## config.mk

```make
export PLATFORM = sky130hd
export DESIGN_NAME = dma_mst_ctrl
export DESIGN_NICKNAME = d
export VERILOG_FILES = /design/src/rtl/dma_mst_pkg.sv /design/src/rtl/dma_mst_cnt.sv /design/src/rtl/dma_mst_strb.sv /design/src/rtl/dma_mst_fsm.sv /design/src/rtl/dma_mst_ctrl.sv
export SDC_FILE = /design/constraint.sdc
export NUM_CORES = 1
export LEC_CHECK = 0
export BUFFER_PORTS_ARGS = -buffer_cell sky130_fd_sc_hd__buf_2
export CELL_PAD_IN_SITES_DETAIL_PLACEMENT = 0
export CELL_PAD_IN_SITES_GLOBAL_PLACEMENT = 1
export CORE_MARGIN = 1.5
export CORE_UTILIZATION = 42
export CTS_CLUSTER_SIZE = 16
export DETAILED_ROUTE_END_ITERATION = 6
export PLACE_DENSITY = 0.88
export SLEW_MARGIN = 20
export SYNTH_ARGS = -nofsm -noshare
export SYNTH_HDL_FRONTEND = slang
export SYNTH_SLANG_ARGS = --single-unit
```

## constraint.sdc

```tcl
create_clock -name clk_i -period 3.7 [get_ports clk_i]
set_input_delay 0.37 -clock clk_i [delete_from_list [all_inputs] [get_ports clk_i]]
set_output_delay 0.37 -clock clk_i [all_outputs]
set_load 0.01 [all_outputs]
```

## src/rtl/dma_mst_pkg.sv

```systemverilog
package dma_mst_pkg;
  typedef enum logic [3:0] {
    ST_IDLE,
    ST_WAIT,
    ST_PRE,
    ST_START,
    ST_STALL,
    ST_XFER,
    ST_DRAIN,
    ST_END,
    ST_DONE
  } dma_st_e;
endpackage

```

## src/rtl/dma_mst_cnt.sv

```systemverilog
module dma_mst_cnt #(
  parameter int CNT_W = 8
) (
  input  logic             clk_i,
  input  logic             rst_ni,
  input  logic             load_i,
  input  logic [CNT_W-1:0] load_val_i,
  input  logic             dec_i,
  output logic             last_o,
  output logic             moved_o
);
  localparam logic [CNT_W-1:0] ONE = CNT_W'(1);

  logic [CNT_W-1:0] cnt_q;
  logic             moved_q;

  always_ff @(posedge clk_i or negedge rst_ni) begin
    if (!rst_ni) begin
      cnt_q   <= '0;
      moved_q <= 1'b0;
    end else if (load_i) begin
      cnt_q   <= load_val_i;
      moved_q <= 1'b0;
    end else if (dec_i) begin
      cnt_q   <= cnt_q - ONE;
      moved_q <= 1'b1;
    end
  end

  assign last_o  = (cnt_q == ONE);
  assign moved_o = moved_q;
endmodule

```

## src/rtl/dma_mst_strb.sv

```systemverilog
module dma_mst_strb (
  input  logic clk_i,
  input  logic rst_ni,
  input  logic dir_i,
  input  logic xfer_i,
  input  logic drain_i,
  input  logic ack_eff_i,
  input  logic rd_valid_i,
  output logic rd_strobe_o,
  output logic wr_strobe_o,
  output logic owed_o
);
  logic owed_q;

  assign rd_strobe_o = dir_i & (xfer_i | drain_i);
  assign wr_strobe_o = ~dir_i & (ack_eff_i | drain_i);

  // read request issued but not yet answered
  always_ff @(posedge clk_i or negedge rst_ni) begin
    if (!rst_ni) owed_q <= 1'b0;
    else         owed_q <= rd_strobe_o & ~rd_valid_i;
  end

  assign owed_o = owed_q;
endmodule

```

## src/rtl/dma_mst_fsm.sv

```systemverilog
module dma_mst_fsm
  import dma_mst_pkg::*;
#(
  parameter int REG_W = 3
) (
  input  logic             clk_i,
  input  logic             rst_ni,
  input  logic             req_i,
  input  logic             cnt_nz_i,
  input  logic             dir_i,
  input  logic [REG_W-1:0] region_i,
  input  logic             rd_busy_i,
  input  logic             wr_busy_i,
  input  logic             stall_i,
  input  logic             stop_i,
  input  logic             ack_i,
  input  logic             last_i,
  input  logic             moved_i,
  input  logic             owed_i,
  output dma_st_e          state_o,
  output logic             dir_q_o,
  output logic [REG_W-1:0] region_q_o,
  output logic             accept_o,
  output logic             ack_eff_o
);
  dma_st_e          st_q, st_d;
  logic             dir_q;
  logic [REG_W-1:0] region_q;
  logic             in_xfer, stop_eff, sel_busy;

  assign accept_o  = (st_q == ST_IDLE) & req_i & cnt_nz_i;
  assign in_xfer   = (st_q == ST_XFER);
  assign stop_eff  = in_xfer & stop_i & moved_i;
  assign ack_eff_o = in_xfer & ack_i & ~stop_eff;
  assign sel_busy  = dir_q ? rd_busy_i : wr_busy_i;

  always_comb begin
    st_d = st_q;
    unique case (st_q)
      ST_IDLE:  if (accept_o) st_d = ST_WAIT;
      ST_WAIT:  if (!sel_busy) st_d = ST_PRE;
      ST_PRE:   st_d = ST_START;
      ST_START: st_d = stall_i ? ST_STALL : ST_XFER;
      ST_STALL: if (!stall_i) st_d = ST_XFER;
      ST_XFER: begin
        if (stop_eff)                st_d = (!dir_q || owed_i) ? ST_DRAIN : ST_END;
        else if (ack_eff_o && last_i) st_d = ST_END;
      end
      ST_DRAIN: st_d = ST_END;
      ST_END:   st_d = ST_DONE;
      ST_DONE:  st_d = ST_IDLE;
      default:  st_d = ST_IDLE;
    endcase
  end

  always_ff @(posedge clk_i or negedge rst_ni) begin
    if (!rst_ni) begin
      st_q     <= ST_IDLE;
      dir_q    <= 1'b0;
      region_q <= '0;
    end else begin
      st_q <= st_d;
      if (accept_o) begin
        dir_q    <= dir_i;
        region_q <= region_i;
      end
    end
  end

  assign state_o    = st_q;
  assign dir_q_o    = dir_q;
  assign region_q_o = region_q;
endmodule

```

## src/rtl/dma_mst_ctrl.sv

```systemverilog
module dma_mst_ctrl
  import dma_mst_pkg::*;
#(
  parameter int MASTER_EN = 1,
  parameter int CNT_W     = 8,
  parameter int REG_W     = 3
) (
  input  logic             clk_i,
  input  logic             rst_ni,
  input  logic             dma_req_i,
  input  logic             dma_dir_i,
  input  logic [REG_W-1:0] dma_region_i,
  input  logic [CNT_W-1:0] xfer_count_i,
  input  logic             rd_busy_i,
  input  logic             wr_busy_i,
  input  logic             stop_i,
  input  logic             stall_i,
  input  logic             bus_ack_i,
  input  logic             rd_valid_i,
  output logic             active_o,
  output logic             busy_o,
  output logic             start_o,
  output logic             done_o,
  output logic [REG_W-1:0] region_o,
  output logic             frame_req_o,
  output logic             rd_strobe_o,
  output logic             wr_strobe_o
);
  localparam logic EN = (MASTER_EN != 0);

  dma_st_e st;
  logic    dir_q, accept, ack_eff, last, moved, owed, req_g;

  assign req_g = dma_req_i & EN;

  dma_mst_fsm #(.REG_W(REG_W)) u_fsm (
    .clk_i      (clk_i),
    .rst_ni     (rst_ni),
    .req_i      (req_g),
    .cnt_nz_i   (|xfer_count_i),
    .dir_i      (dma_dir_i),
    .region_i   (dma_region_i),
    .rd_busy_i  (rd_busy_i),
    .wr_busy_i  (wr_busy_i),
    .stall_i    (stall_i),
    .stop_i     (stop_i),
    .ack_i      (bus_ack_i),
    .last_i     (last),
    .moved_i    (moved),
    .owed_i     (owed),
    .state_o    (st),
    .dir_q_o    (dir_q),
    .region_q_o (region_o),
    .accept_o   (accept),
    .ack_eff_o  (ack_eff)
  );

  dma_mst_cnt #(.CNT_W(CNT_W)) u_cnt (
    .clk_i      (clk_i),
    .rst_ni     (rst_ni),
    .load_i     (accept),
    .load_val_i (xfer_count_i),
    .dec_i      (ack_eff),
    .last_o     (last),
    .moved_o    (moved)
  );

  dma_mst_strb u_strb (
    .clk_i       (clk_i),
    .rst_ni      (rst_ni),
    .dir_i       (dir_q),
    .xfer_i      (st == ST_XFER),
    .drain_i     (st == ST_DRAIN),
    .ack_eff_i   (ack_eff),
    .rd_valid_i  (rd_valid_i),
    .rd_strobe_o (rd_strobe_o),
    .wr_strobe_o (wr_strobe_o),
    .owed_o      (owed)
  );

  assign active_o    = (st == ST_PRE) | (st == ST_START) | (st == ST_STALL) |
                       (st == ST_XFER) | (st == ST_DRAIN);
  assign busy_o      = (st != ST_IDLE);
  assign start_o     = (st == ST_START);
  assign done_o      = (st == ST_DONE);
  assign frame_req_o = (st == ST_XFER);
endmodule

```

==> results.cfg, run 1 <==
[final_layout]
antenna_cells = 0
register_area_sq_um = 450
fillCellCount = 248
area_growth_pct = 15.0
final_nets = 169
multi_input_area_sq_um = 623
drive_above_1_share_pct = 29.7

[yosys]
synthCells = 118
yosys_warnings = 0
synth_edf_count = 0
synth_nets = 141
yosys-top-cells-count = dfrtp_1, nand2_1, nor2_1, inv_1, mux2i_1
synth_top_cell_by_area = dfrtp_1
netlist.area_leader.share_pct = 39.0
netlist_area_sq_um = 1160
synth_ff_type = dfrtp_1
avgSynthCellArea_sq_um = 9.80
synth.area.top_cells = dfrtp_1, nand2_1, mux2i_1
yosysUniqueCellTypes = 43
ys_ff_latch = 18
synthArstFlopShare_pct = 100
ys_seq_area_share_pct = 39.0

[worst_setup_path]
startpoint_type = register
worstReg2RegEnd = u_fsm.state_o[0]$_DFFE_PN0P_
r2r-start = u_fsm.state_o[0]$_DFFE_PN0P_
crit_arrival_ns = 1.93
worstPathRequired_ns = 3.33
reg2reg_depth = 4
crit_path_end_kind = output port
critPathMaxFanout = 17
rrSetupSlack_ns = 1.60
cp-startpoint = u_fsm.state_o[3]$_DFFE_PN0P_
cp-endpoint = wr_strobe_o
crit_type = reg -> out

[clock_network]
cts.sinks = 18
cts_buffers = 3
clock-root-buffer = clkbuf_4
htreeDepth = 1
clk_pin_slew_ns = 0.10
postCtsSetupRepairBufs = 0
clock_latency_ns = 0.29
cts_tree = yes
cts.path.max_buffers = 2

[job]
maxCapViolCount = 0

[floorplanning]
coreArea_sq_um = 2540
die_area_sq_um = 3080
fp.dieW_um = 55.5
start_util_pct = 45.4
fp-row-count = 18
num_io_pins = 31
die_y_um = 55.5

[timing]
fin_tns_setup_ns = 0
setup_viol = 0
worstMarginPinSlew_ns = 0.468
hold_viol_final = 0
finalMaxSlewViolations = 0
rsz0062_at_grt = no
worst_clock_skew_ns = 0.00293
relSlewSlack_pct = 68.4
max_freq_mhz = 435
fin_crit_sh_pct = 62.1
layout_min_cycle_time_ns = 2.30

[power_and_ir_drop]
p_sw_mw = 0.419
ir_drop_mv = 0.337
power_frac_clock_pct = 12.2
seq_power_share_pct = 39.7
switching_share_pct = 42.1
power_mw = 0.997
p_int_mw = 0.577
leakagePower_nw = 0.647
powerDensity_nw_per_um2 = 749
combPwrFrac_pct = 48.1

[grt]
grt_max_degree = 19
use_met3_pct = 5.15
use_met2_pct = 26.7
grt_overflow = 0
grt_pass1_vias = 906
antenna_found_initial = 0
grt_pass1_wl_um = 4120
busiest_layer = met2
grt_use_met1_pct = 22.9
grtUsageTotal_pct = 16.9

[worst_hold_path]
min_path_type = in -> reg

[drt]
drtIter0Drc = 21
wl_per_cell_um = 13.7
route.detailed.drc = 0
routed_wl_um = 2390
drtPass1Iterations = 4
detail-route-antenna-nets = 0
via_per_inst = 5.54
num_vias = 969

[outcome]
status = completed

[placement]
io_buffers = 30
hpwl_um = 1800
gp_congestion = 0.772
kinds of logic after synthesis:
| group | after synthesis | synth area share, % |
|---|---|---|
| buffers and inverters | 14 | 7.14 |
| AOI/OAI and AO/OA | 18 | 14.0 |
| muxes | 8 | 7.25 |
| xor gates and xnor gates | 2 | 1.52 |
| adders and majority gates | 2 | 2.16 |
| DFF | 18 | 39.0 |
| and+or+nand+nor | 56 | 29.0 |
metrics by stage:
step	util, %	setup slack [ns]	cells	hold WS [ns]	cell area [sq um]
3_5_place_dp	50.4	1.60	170	0.334	1280
5_1_grt	52.3	1.30	175	0.184	1330
2_1_floorplan	-	1.84	118	0.0744	1160
6_report	52.3	1.40	175	0.209	1330
4_1_cts	51.9	1.42	174	0.00364	1320
3_3_place_gp	50.4	1.65	170	0.335	1280
worst max-delay path, stage by stage (launching register included):
cell	delay, ns
dfrtp_1	0.52
and4bb_1	0.50
nand3_4	0.25
a21oi_1	0.21
buf_2	0.15
registers in the layout, indices dropped and copies added, names as in the netlist:
name              cells
u_cnt.cnt_q           8
u_fsm.state_o         4
u_strb.owed_o         1
u_fsm.dir_q_o         1
u_cnt.moved_o         1
u_fsm.region_q_o      3
layout make-up:
class / count / area share, %
tap: 30 / 2.82
timing repair buffer: 31 / 12.0
sequential: 18 / 33.9
inverter: 6 / 1.69
multi-input combinational: 86 / 46.8
clock buffer: 4 / 2.73
worst min path at each step:
stage | from | endpoint | slack [ns] | cells past startpoint
after detailed placement | rst_ni | u_cnt.cnt_q[3]$_DFFE_PN0P_ | 0.33 | 1
after global routing | rd_valid_i | u_strb.owed_o$_DFF_PN0_ | 0.18 | 2
after floorplan | rst_ni | u_cnt.cnt_q[0]$_DFFE_PN0P_ | 0.07 | 0
after global placement | rst_ni | u_cnt.cnt_q[4]$_DFFE_PN0P_ | 0.33 | 1
final | rd_valid_i | u_strb.owed_o$_DFF_PN0_ | 0.21 | 2
after CTS | rst_ni | u_cnt.cnt_q[0]$_DFFE_PN0P_ | 0.004 | 1
power by group through the flow:
stage	registers (mW)	logic (mW)	clock network, mW
after floorplan	0.343	0.440	0
after global placement	0.392	0.470	0
after detailed placement	0.397	0.482	0
after CTS	0.394	0.483	0.126
after global routing	0.412	0.544	0.134
final	0.396	0.479	0.121
what timing repair did:
action	in CTS	in global routing
hold buffers	0	1
endpoints found under the hold margin	0	5
gates resized for setup	0	0
metal layers:
| layer | wire (um) | part of all wire [%] |
|---|---|---|
| met1 | 1150 | 48 |
| met2 | 1080 | 45 |
| met3 | 142 | 5.9 |
| met4 | 15 | 0.63 |
| met5 | 0 | 0 |
placed cells by master (no fill, tap or decap), types with 3 or more instances in the layout:
master,count
clkbuf_4,3
buf_2,30
inv_1,6
mux2i_1,5
and3_1,3
nand3b_1,3
or3_1,3
a21oi_1,3
o211ai_1,3
dfrtp_1,18
nand2_1,18
nor2_1,8
(Power assumes the default switching activity.)
==> run 2: changes to the inputs <==
Settings changed: CORE_UTILIZATION 42 to 35, PLACE_DENSITY 0.88 to 0.78.
Clock period 3.7 ns to 2 ns, I/O delays scaled along.
==> results.cfg, run 2 (synthesized netlist as in run 1, its figures left out) <==
[outcome]
status = completed

[worst_setup_path]
crit_arrival_ns = 2.17
startpoint_type = register
critPathMaxFanout = 4
crit_type = reg -> reg
worstPathRequired_ns = 2.20
crit_path_end_kind = register

[final_layout]
register_area_sq_um = 452
drive_above_1_share_pct = 36.4
antenna_cells = 0
area_growth_pct = 24.9
largest_reg_flops = 8
fillCellCount = 332
multi_input_area_sq_um = 651
final_cell_mix = buf_2, nand2_1, dfrtp_1
post-route-util_pct = 46.5
final_nets = 178
fin_area_sq_um = 1440
layout_commonest_cell = buf_2
largest-register = u_cnt.cnt_q

[worst_hold_path]
min_path_type = in -> reg

[power_and_ir_drop]
ir_drop_mv = 0.495
powerDensity_nw_per_um2 = 1410
leakagePower_nw = 0.701
power_mw = 2.03

[drt]
drtIter0Drc = 19
route.detailed.drc = 0
routed_wl_um = 2620
wl_per_cell_um = 13.2
num_vias = 1016
via_per_inst = 5.13
drtPass1Iterations = 4
detail-route-antenna-nets = 0

[job]
maxCapViolCount = 0

[floorplanning]
die_y_um = 60.5
num_io_pins = 31
coreArea_sq_um = 3100
fp-row-count = 20
fp.dieW_um = 60.5
die_area_sq_um = 3660
start_util_pct = 37.3

[clock_network]
clock-root-buffer = clkbuf_4
clk_pin_slew_ns = 0.12
cts_buffers = 3
cts.sinks = 18
postCtsSetupRepairBufs = 0
cts_tree = yes
htreeDepth = 1
clock_latency_ns = 0.30
cts.path.max_buffers = 2

[timing]
max_freq_mhz = 508
hold_slack_ns = 0.0433
layout_min_cycle_time_ns = 1.97
fin_crit_sh_pct = 98.5
worst_clock_skew_ns = 0.0119
setup_viol = 0
hold_viol_final = 0
finalMaxSlewViolations = 0
worstMarginPinSlew_ns = 0.693
relSlewSlack_pct = 53.2

[grt]
grt_overflow = 0
grt_pass1_wl_um = 4220
grtUsageTotal_pct = 15.3
grt_max_degree = 19
grt_pass1_vias = 1006
antenna_found_initial = 0

[placement]
hpwl_um = 1980
gp_congestion = 0.780
place_area_sq_um = 1370
io_buffers = 30
run 2: changes by cell type in the layout (fill, tap and decap cells not counted):
cell | before | now
o311a_1 | 1 | 0
mux2_4 | 0 | 1
o311a_4 | 0 | 1
dfrtp_2 | 0 | 1
and4bb_1 | 1 | 0
a2111oi_4 | 0 | 1
mux2_1 | 1 | 0
dfrtp_1 | 18 | 17
buf_4 | 0 | 9
and4bb_2 | 0 | 1
a2111oi_2 | 1 | 0
run 2: cell type report:
| class | instances | area share [%] |
|---|---|---|
| Multi-Input combinational cell | 86 | 45.1 |
| Sequential cell | 18 | 31.3 |
| Timing Repair Buffer | 40 | 15.8 |
| Tap cell | 44 | 3.81 |
| Clock buffer | 4 | 2.51 |
| Inverter | 6 | 1.56 |
run 2: path summary, 6_finish.rpt:
path	cells past startpoint	from	end	slack, ns
min in group asynchronous	2	rst_ni	u_cnt.cnt_q[5]$_DFFE_PN0P_	0.34
max	4	u_cnt.cnt_q[3]$_DFFE_PN0P_	u_fsm.state_o[0]$_DFFE_PN0P_	0.03
max in group asynchronous	2	rst_ni	u_fsm.state_o[2]$_DFFE_PN0P_	1.32
min	2	rd_valid_i	u_strb.owed_o$_DFF_PN0_	0.04
max reg2reg	4	u_cnt.cnt_q[3]$_DFFE_PN0P_	u_fsm.state_o[0]$_DFFE_PN0P_	0.03
min reg2reg	2	u_fsm.region_q_o[0]$_DFFE_PN0P_	u_fsm.region_q_o[0]$_DFFE_PN0P_	0.48
run 2: report_power, final:
part	switching, mW	total [mW]	internal, mW
registers	0.159	0.693	0.534
clock network	0.124	0.235	0.111
logic	0.551	1.10	0.551
run 2: worst max-delay path, stage by stage (launching register included):
cell and delay [ns]:
dfrtp_1 0.42, or2_2 0.34, o311a_4 0.41, a2111oi_4 0.36
mux2_4 0.33
run 2: layer usage:
layer	share of wire (%)	vias up	GRT usage [%]	wire length, um
met3	2.9	0	1.92	76
met2	54	18	28.4	1410
met5	0	-	0	0
met1	43	501	18.2	1140
li1	-	497	-	-
met4	0	0	5.28	0
run 2: what timing repair did:
| action | CTS | global route |
|---|---|---|
| setup endpoints to repair | 0 | 2 |
| gates resized for setup | 0 | 5 |
| hold buffers | 1 | 0 |
| hold endpoints to repair | 18 | 0 |
run 2: through the flow:
stage,TNS (ns),cells,worst slack [ns]
2_1_floorplan,0,118,0.135
3_3_place_gp,0,193,0.0799
3_5_place_dp,0,193,0.0452
4_1_cts,0,198,0.00189
5_1_grt,-0.00946,198,-0.00946
6_report,0,198,0.0306
